<file path="src/rtl/vdma_pkg.sv">
package vdma_pkg;
    typedef enum logic [2:0] {
        ST_IDLE,
        ST_ARMED,
        ST_READ,
        ST_WRITE,
        ST_FINISH
    } vdma_state_e;

    localparam int ADDR_W    = 16;
    localparam int BYTE_W    = 8;
    localparam int LEN_W     = BYTE_W - 1;
    localparam int PTR_REGS  = 4;
    localparam int SEL_W     = 3;
    localparam logic [SEL_W-1:0] SEL_CTRL = 3'd4;

    function automatic logic in_window(input logic [ADDR_W-1:0] a, input logic [2:0] tag);
        return a[ADDR_W-1:ADDR_W-3] == tag;
    endfunction
endpackage

</file>
<file path="src/rtl/vdma_regs.sv">
module vdma_regs
    import vdma_pkg::*;
(
    input  logic              clk,
    input  logic              rst_n,
    input  logic              wr_en,
    input  logic [SEL_W-1:0]  sel,
    input  logic [BYTE_W-1:0] wdata,
    input  logic              wb_valid,
    input  logic [ADDR_W-1:0] wb_src,
    input  logic [ADDR_W-1:0] wb_dst,
    input  logic [BYTE_W-1:0] ctrl_val,
    output logic [ADDR_W-1:0] src_cfg,
    output logic [ADDR_W-1:0] dst_cfg,
    output logic [BYTE_W-1:0] rd_data
);
    localparam int FLAT_W = PTR_REGS * BYTE_W;

    logic [FLAT_W-1:0] bank_flat;
    logic [FLAT_W-1:0] wb_flat;

    assign wb_flat = {wb_dst[7:0], wb_dst[15:8], wb_src[7:0], wb_src[15:8]};

    for (genvar g = 0; g < PTR_REGS; g++) begin : gen_ptr
        logic [BYTE_W-1:0] q;
        always_ff @(posedge clk or negedge rst_n) begin
            if (!rst_n) begin
                q <= '0;
            end else if (wb_valid) begin
                q <= wb_flat[g*BYTE_W +: BYTE_W];
            end else if (wr_en && sel == SEL_W'(g)) begin
                q <= wdata;
            end
        end
        assign bank_flat[g*BYTE_W +: BYTE_W] = q;
    end

    assign src_cfg = {bank_flat[7:0],   bank_flat[15:8]};
    assign dst_cfg = {bank_flat[23:16], bank_flat[31:24]};

    always_comb begin
        if (sel == SEL_CTRL) begin
            rd_data = ctrl_val;
        end else if (sel < SEL_W'(PTR_REGS)) begin
            rd_data = bank_flat[{sel[1:0], 3'b000} +: BYTE_W];
        end else begin
            rd_data = '0;
        end
    end
endmodule

</file>
<file path="src/rtl/vdma_ctrl.sv">
module vdma_ctrl
    import vdma_pkg::*;
#(
    parameter int         CHUNK_LOG2 = 4,
    parameter logic [2:0] VRAM_TAG   = 3'b100
) (
    input  logic              clk,
    input  logic              rst_n,
    input  logic              ctrl_wr,
    input  logic [BYTE_W-1:0] ctrl_data,
    input  logic [ADDR_W-1:0] src_cfg,
    input  logic [ADDR_W-1:0] dst_cfg,
    input  logic              hblank_start,
    input  logic [BYTE_W-1:0] mem_rdata,
    output logic              mem_rd,
    output logic              mem_wr,
    output logic [ADDR_W-1:0] mem_addr,
    output logic [BYTE_W-1:0] mem_wdata,
    output logic              cpu_stall,
    output logic [BYTE_W-1:0] ctrl_val,
    output logic              wb_valid,
    output logic [ADDR_W-1:0] wb_src,
    output logic [ADDR_W-1:0] wb_dst
);
    localparam int CNT_W = LEN_W + CHUNK_LOG2;
    localparam logic [CNT_W-1:0] CHUNK_LAST = CNT_W'((1 << CHUNK_LOG2) - 1);

    vdma_state_e state, state_nx;
    logic [ADDR_W-1:0] src_q, dst_q, src_lat, dst_lat;
    logic [CNT_W-1:0]  cnt_q;
    logic [BYTE_W-1:0] data_q;
    logic              hb_mode;
    logic              src_bad, wr_ok, go_general, go_arm, go_cancel, last;

    assign src_lat    = {src_cfg[ADDR_W-1:CHUNK_LOG2], {CHUNK_LOG2{1'b0}}};
    assign dst_lat    = {VRAM_TAG, dst_cfg[ADDR_W-4:CHUNK_LOG2], {CHUNK_LOG2{1'b0}}};
    assign src_bad    = in_window(src_lat, VRAM_TAG);
    assign wr_ok      = ctrl_wr && !src_bad;
    assign go_general = wr_ok && !ctrl_data[7] && (state == ST_IDLE);
    assign go_arm     = wr_ok &&  ctrl_data[7] && (state == ST_IDLE || state == ST_ARMED);
    assign go_cancel  = wr_ok && !ctrl_data[7] && (state == ST_ARMED);
    assign last       = (cnt_q == '0);

    // state register
    always_ff @(posedge clk or negedge rst_n) begin
        if (!rst_n) state <= ST_IDLE;
        else        state <= state_nx;
    end

    // transitions
    always_comb begin
        state_nx = state;
        unique case (state)
            ST_IDLE: begin
                if (go_general)  state_nx = ST_READ;
                else if (go_arm) state_nx = ST_ARMED;
            end
            ST_ARMED: begin
                if (go_cancel)         state_nx = ST_IDLE;
                else if (go_arm)       state_nx = ST_ARMED;
                else if (hblank_start) state_nx = ST_READ;
            end
            ST_READ:   state_nx = ST_WRITE;
            ST_WRITE:  state_nx = last ? ST_FINISH : ST_READ;
            ST_FINISH: state_nx = (hb_mode && ctrl_val != '0) ? ST_ARMED : ST_IDLE;
            default:   state_nx = ST_IDLE;
        endcase
    end

    // datapath
    always_ff @(posedge clk or negedge rst_n) begin
        if (!rst_n) begin
            src_q    <= '0;
            dst_q    <= '0;
            cnt_q    <= '0;
            data_q   <= '0;
            ctrl_val <= '1;
            hb_mode  <= 1'b0;
        end else begin
            unique case (state)
                ST_IDLE, ST_ARMED: begin
                    if (go_general) begin
                        src_q    <= src_lat;
                        dst_q    <= dst_lat;
                        cnt_q    <= {ctrl_data[LEN_W-1:0], {CHUNK_LOG2{1'b1}}};
                        ctrl_val <= {1'b0, ctrl_data[LEN_W-1:0]};
                        hb_mode  <= 1'b0;
                    end else if (go_arm) begin
                        src_q    <= src_lat;
                        dst_q    <= dst_lat;
                        ctrl_val <= {1'b0, ctrl_data[LEN_W-1:0]};
                        hb_mode  <= 1'b1;
                    end else if (go_cancel) begin
                        ctrl_val <= ctrl_val | 8'h80;
                        hb_mode  <= 1'b0;
                    end else if (state == ST_ARMED && hblank_start) begin
                        cnt_q <= CHUNK_LAST;
                    end
                end
                ST_READ: data_q <= mem_rdata;
                ST_WRITE: begin
                    src_q <= src_q + 1'b1;
                    dst_q <= dst_q + 1'b1;
                    if (!last) cnt_q <= cnt_q - 1'b1;
                end
                ST_FINISH: begin
                    if (hb_mode) begin
                        ctrl_val <= ctrl_val - 1'b1;
                        if (ctrl_val == '0) hb_mode <= 1'b0;
                    end else begin
                        ctrl_val <= ctrl_val | 8'h80;
                    end
                end
                default: ;
            endcase
        end
    end

    // outputs
    always_comb begin
        mem_rd    = 1'b0;
        mem_wr    = 1'b0;
        wb_valid  = 1'b0;
        mem_addr  = src_q;
        unique case (state)
            ST_READ:   mem_rd = 1'b1;
            ST_WRITE:  begin mem_wr = 1'b1; mem_addr = dst_q; end
            ST_FINISH: wb_valid = 1'b1;
            default: ;
        endcase
        cpu_stall = mem_rd | mem_wr;
        mem_wdata = data_q;
        wb_src    = src_q;
        wb_dst    = dst_q;
    end

    assert_rd_wr_excl_R11: assert property (@(posedge clk) disable iff (!rst_n)
        !(mem_rd && mem_wr));
    assert_write_carries_read_R4: assert property (@(posedge clk) disable iff (!rst_n)
        mem_rd |=> (mem_wr && mem_wdata == $past(mem_rdata)));
    assert_dst_in_vram_R2: assert property (@(posedge clk) disable iff (!rst_n)
        (state == ST_READ && $past(state) != ST_WRITE) |-> in_window(mem_addr == src_q ? dst_q : dst_q, VRAM_TAG));
    assert_src_outside_vram_R3: assert property (@(posedge clk) disable iff (!rst_n)
        (state == ST_READ && $past(state) != ST_WRITE) |-> !in_window(mem_addr, VRAM_TAG));
    assert_general_done_R6: assert property (@(posedge clk) disable iff (!rst_n)
        (state == ST_FINISH && !hb_mode) |=> (ctrl_val[7] && state == ST_IDLE));
    assert_paced_wrap_R8: assert property (@(posedge clk) disable iff (!rst_n)
        (state == ST_FINISH && hb_mode && ctrl_val == '0) |=> (ctrl_val == 8'hFF && state == ST_IDLE));
    assert_idle_quiet_R10: assert property (@(posedge clk) disable iff (!rst_n)
        (state == ST_IDLE && !ctrl_wr) |=> !cpu_stall);
endmodule

</file>
<file path="src/rtl/vdma_top.sv">
module vdma_top
    import vdma_pkg::*;
#(
    parameter int CHUNK_LOG2 = 4
) (
    input  logic        clk,
    input  logic        rst_n,
    input  logic        reg_wr,
    input  logic [2:0]  reg_sel,
    input  logic [7:0]  reg_wdata,
    output logic [7:0]  reg_rdata,
    input  logic        hblank_start,
    output logic        mem_rd,
    output logic        mem_wr,
    output logic [15:0] mem_addr,
    output logic [7:0]  mem_wdata,
    input  logic [7:0]  mem_rdata,
    output logic        cpu_stall
);
    logic [ADDR_W-1:0] src_cfg, dst_cfg, wb_src, wb_dst;
    logic [BYTE_W-1:0] ctrl_val;
    logic              wb_valid, ctrl_wr;

    assign ctrl_wr = reg_wr && (reg_sel == SEL_CTRL);

    vdma_regs u_regs (
        .clk      (clk),
        .rst_n    (rst_n),
        .wr_en    (reg_wr),
        .sel      (reg_sel),
        .wdata    (reg_wdata),
        .wb_valid (wb_valid),
        .wb_src   (wb_src),
        .wb_dst   (wb_dst),
        .ctrl_val (ctrl_val),
        .src_cfg  (src_cfg),
        .dst_cfg  (dst_cfg),
        .rd_data  (reg_rdata)
    );

    vdma_ctrl #(.CHUNK_LOG2(CHUNK_LOG2)) u_ctrl (
        .clk          (clk),
        .rst_n        (rst_n),
        .ctrl_wr      (ctrl_wr),
        .ctrl_data    (reg_wdata),
        .src_cfg      (src_cfg),
        .dst_cfg      (dst_cfg),
        .hblank_start (hblank_start),
        .mem_rdata    (mem_rdata),
        .mem_rd       (mem_rd),
        .mem_wr       (mem_wr),
        .mem_addr     (mem_addr),
        .mem_wdata    (mem_wdata),
        .cpu_stall    (cpu_stall),
        .ctrl_val     (ctrl_val),
        .wb_valid     (wb_valid),
        .wb_src       (wb_src),
        .wb_dst       (wb_dst)
    );

    assert_stall_matches_traffic_R5: assert property (@(posedge clk) disable iff (!rst_n)
        cpu_stall |-> (mem_rd || mem_wr));
endmodule

</file>
<file path="config.mk">
export PLATFORM = sky130hd
export DESIGN_NAME = vdma_top
export DESIGN_NICKNAME = d
export VERILOG_FILES = /design/src/rtl/vdma_pkg.sv /design/src/rtl/vdma_regs.sv /design/src/rtl/vdma_ctrl.sv /design/src/rtl/vdma_top.sv
export SDC_FILE = /design/constraint.sdc
export NUM_CORES = 1
export LEC_CHECK = 0
export BUFFER_PORTS_ARGS = -buffer_cell sky130_fd_sc_hd__buf_4
export CORE_ASPECT_RATIO = 0.75
export CORE_MARGIN = 1
export CORE_UTILIZATION = 49
export CTS_CLUSTER_SIZE = 16
export DETAILED_ROUTE_END_ITERATION = 8
export GPL_TIMING_DRIVEN = 0
export PLACE_DENSITY = 0.68
export SYNTH_ARGS = -nofsm -noshare
export SYNTH_HDL_FRONTEND = slang
export SYNTH_SLANG_ARGS = --single-unit
</file>
<file path="constraint.sdc">
create_clock -name clk -period 3.17 [get_ports clk]
set_clock_uncertainty 0.1 [all_clocks]
set_input_delay 0.7925 -clock clk [delete_from_list [all_inputs] [get_ports clk]]
set_output_delay 0.7925 -clock clk [all_outputs]
set_load 0.01 [all_outputs]
</file>
==> flow_summary.yaml <==
global_routing:
  grt_pass1_wl_um: 27100
  track_usage: 0.306
  grt_pass1_vias: 4724
  gr-total-overflow: 0
  grt_antenna_before_repair: 0
  grt_max_degree: 96
sta:
  fmaxAchievable_mhz: 323
  tightest_slew_ns: 1.21
  slew_headroom: 0.195
  finalSetupViolCount: 0
  holdWs_ns: 0.408
  rsz0062_at_grt: "false"
  finalCritPeriodShare: 0.975
  slew_violations: 0
  final.min_clock_period_ns: 3.09
  final_hold_viol_count: 0
  fin_ws_ns: 0.0780
route:
  via_per_inst: 6.33
  drt_iter0_markers: 740
  drt_pass1_iterations: 7
  drcViolationCount: 0
  ant_nets: 0
  vias: 5190
  post_drt_wl_per_cell_um: 20.9
  routed_wl_um: 17100
floorplan:
  die-width_um: 125
  start_util: 0.505
  die_area_mm2: 0.0117
  rows: 33
  fp.dieH_um: 93.9
  design.portCount: 58
  fp.coreArea_mm2: 0.0109
critical_path:
  crit_chain: "buf_4, buf_2, mux4_2, inv_1, o21ai_0, buf_4"
  path_buf_inv: 4
  startpoint_type: "input port"
  worstPathArrival_ns: 2.20
  rr_worst_depth: 7
  worstSetupStartpoint: "reg_sel[0]"
  worstSetupPathType: "in2out"
  crit_family: "buffers and inverters"
  slowest_stage: "mux4_2"
  rrSetupSlack_ns: 0.87
  cpMostUsedCell: "buf_4"
  crit_required_ns: 2.28
  slowest_delay_ns: 0.54
  rr_endpoint: "u_ctrl.wb_src[15]"
  worst-path-max-fanout: 10
  r2r_start: "u_ctrl.state[1]"
  endpoint_kind: "primary output"
hold_path:
  hold_depth: 2
  min_to: "u_ctrl.ctrl_val[6]"
  min_from: "u_ctrl.ctrl_val[6]"
  hp-class: "reg2reg"
place:
  dp_cells: 807
  routabilityCongestion: 0.935
  placed_cell_area_mm2: 0.00612
  place_hpwl_um: 12200
  dp_slack_ns: -0.196
  port_buffers: 56
synth:
  synthDistinctLibCells: 65
  yosysSeqAreaShare: 0.432
  yosysWarnings: 0
  synth_compound_area_frac: 0.180
  syn_area_per_cell_um2: 9.04
  syn_nets: 639
  synth_top_family_by_area: "simple AND/OR/NAND/NOR gates"
  synthSimpleGateAreaFrac: 0.218
  syn_area_mm2: 0.00552
  synth_xor_area_frac: 0.00793
  netlist_instances: 611
  synth_adder_area_share: 0.0113
  synthMuxAreaShare: 0.111
  synth_enable_flop_cells: 0
  synth_seq_cells: 95
  ys.flop_type: "dfrtp_1"
  async_reset_ff_frac: 1.00
cells_and_area:
  fin_area_mm2: 0.00640
  drive_gt1_frac: 0.194
  fin_cells: 820
  fillCellCount: 991
  area_growth_pct: 15.8
  diodes: 0
  final_net_count: 703
clocking:
  numCtsBuffers: 9
  cts_root_buf: "clkbuf_16"
  htreeDepth: 3
  clock_sinks: 95
  hold_buffers: 0
  cts_tree: "yes"
  path_clk_slew_ns: 0.07
  cts_buffer_depth: 2
  clock_latency_ns: 0.35
pwr:
  leakagePower_nw: 2.67
  peakVddDrop_v: 0.000412
  power_density_mw_per_mm2: 885
run_status:
  status: "completed"
job:
  drv_cap: 0
## layer usage
| metal | share of wire | global-route usage |
|---|---|---|
| met3 | 0.097 | 0.0638 |
| met2 | 0.43 | 0.445 |
| met1 | 0.46 | 0.462 |
| met4 | 0.011 | 0.0733 |
| met5 | 0 | 0 |
## power breakdown
| group | internal [mW] | leakage (nW) | switching, mW |
|---|---|---|---|
| registers | 1.64 | 1.05 | 0.479 |
| logic | 1.04 | 1.49 | 1.44 |
| clock network | 0.539 | 0.125 | 0.520 |
| total | 3.22 | 2.67 | 2.44 |
## worst reg2reg max path, delay by kind of cell (launching register included)
kind	cells	cell delay, ns
AOI/OAI and AO/OA	2	0.23
buffers and inverters	2	0.53
and+or+nand+nor	3	1.02
DFF	1	0.37
## worst max path at each step
stage                     slack (ns)  depth (start not counted)            to
after floorplan                 0.53                          7  mem_addr[10]
after global placement         -0.20                          8   mem_addr[6]
after detailed placement       -0.20                          8   mem_addr[8]
after CTS                       0.06                          7   mem_addr[4]
after global routing            0.02                          6  reg_rdata[2]
final                           0.08                          6  reg_rdata[2]
## cell usage after synthesis, types with 3 or more instances
cell,instances,area share
a211oi_1,9,0.012
a21oi_1,27,0.024
a221o_1,7,0.013
a31oi_1,11,0.012
a41oi_1,4,0.0063
and3_1,6,0.0068
and4_1,6,0.0095
buf_2,10,0.0091
buf_4,3,0.0041
clkbuf_1,20,0.014
dfrtp_1,87,0.39
dfstp_2,8,0.038
ha_1,5,0.011
inv_1,17,0.012
mux2_2,8,0.016
mux2i_1,34,0.062
mux4_2,8,0.033
nand2_1,122,0.083
nand2b_1,4,0.0045
nand3_1,18,0.016
nand4_1,4,0.0045
nor2_1,39,0.027
nor2b_1,3,0.0034
nor3_1,8,0.0072
nor3b_1,3,0.0041
nor4_1,5,0.0057
o211ai_1,4,0.0054
o21ai_0,67,0.061
o221a_2,3,0.0061
o22ai_1,6,0.0068
o31ai_1,4,0.0054
or2_2,3,0.0034
or3_1,4,0.0045
xor2_1,3,0.0048
## stage by stage
| step | utilization | total power, mW | setup TNS, ns |
|---|---|---|---|
| 2_1_floorplan | - | 3.54 | 0 |
| 3_3_place_gp | 0.559 | 4.50 | -1.72 |
| 3_5_place_dp | 0.559 | 4.56 | -1.72 |
| 4_1_cts | 0.585 | 5.62 | 0 |
| 5_1_grt | 0.585 | 6.03 | 0 |
| 6_report | 0.585 | 5.66 | 0 |
## timing repair
action	4_1_cts	5_1_grt
setup buffers	1	0
endpoints found under the hold margin	0	0
endpoints found under the setup margin	17	4
gates resized for setup	2	2
pin swaps	1	0
## area by class of cell
class                           instances  area, µm²  area share
Tap cell                              140        175      0.0274
Timing Repair Buffer                   57        428      0.0669
Sequential cell                        95       2390       0.373
Inverter                               18       67.6      0.0106
Buffer                                 31        146      0.0229
Multi-Input combinational cell        463       2910       0.455
Clock inverter                          7       56.3     0.00880
Clock buffer                            9        225      0.0352
## cells in the final DEF, fill, tap and decap left out, types with 5 or more instances in the layout
master,Yosys,final
a221o_1,7,7
mux2_2,8,8
nand3_1,18,18
a211oi_1,9,9
and3_1,6,6
o22ai_1,6,6
mux4_2,8,8
nand2_1,122,122
ha_1,5,5
buf_2,10,10
nor2_1,39,39
and4_1,6,6
inv_1,17,17
buf_4,3,60
nor3_1,8,8
a21oi_1,27,27
a31oi_1,11,11
clkbuf_16,0,9
dfstp_2,8,8
nor4_1,5,5
o21ai_0,67,67
dfrtp_1,87,87
clkbuf_1,20,15
mux2i_1,34,34
## flip-flops by register name, indices dropped and copies added (netlist names)
name,flops
u_ctrl.wb_dst,16
u_ctrl.cnt_q,11
u_ctrl.state,3
u_regs.gen_ptr.q,32
u_ctrl.hb_mode,1
u_ctrl.wb_src,16
u_ctrl.ctrl_val,8
u_ctrl.mem_wdata,8
## cells by family after synthesis
group / after synthesis
AOI/OAI and AO/OA: 160
and+or+nand+nor: 243
DFF: 95
adders and majority gates: 5
muxes: 50
buffers and inverters: 53
xor gates and xnor gates: 5
No activity file was read; power rests on OpenSTA's default activity.
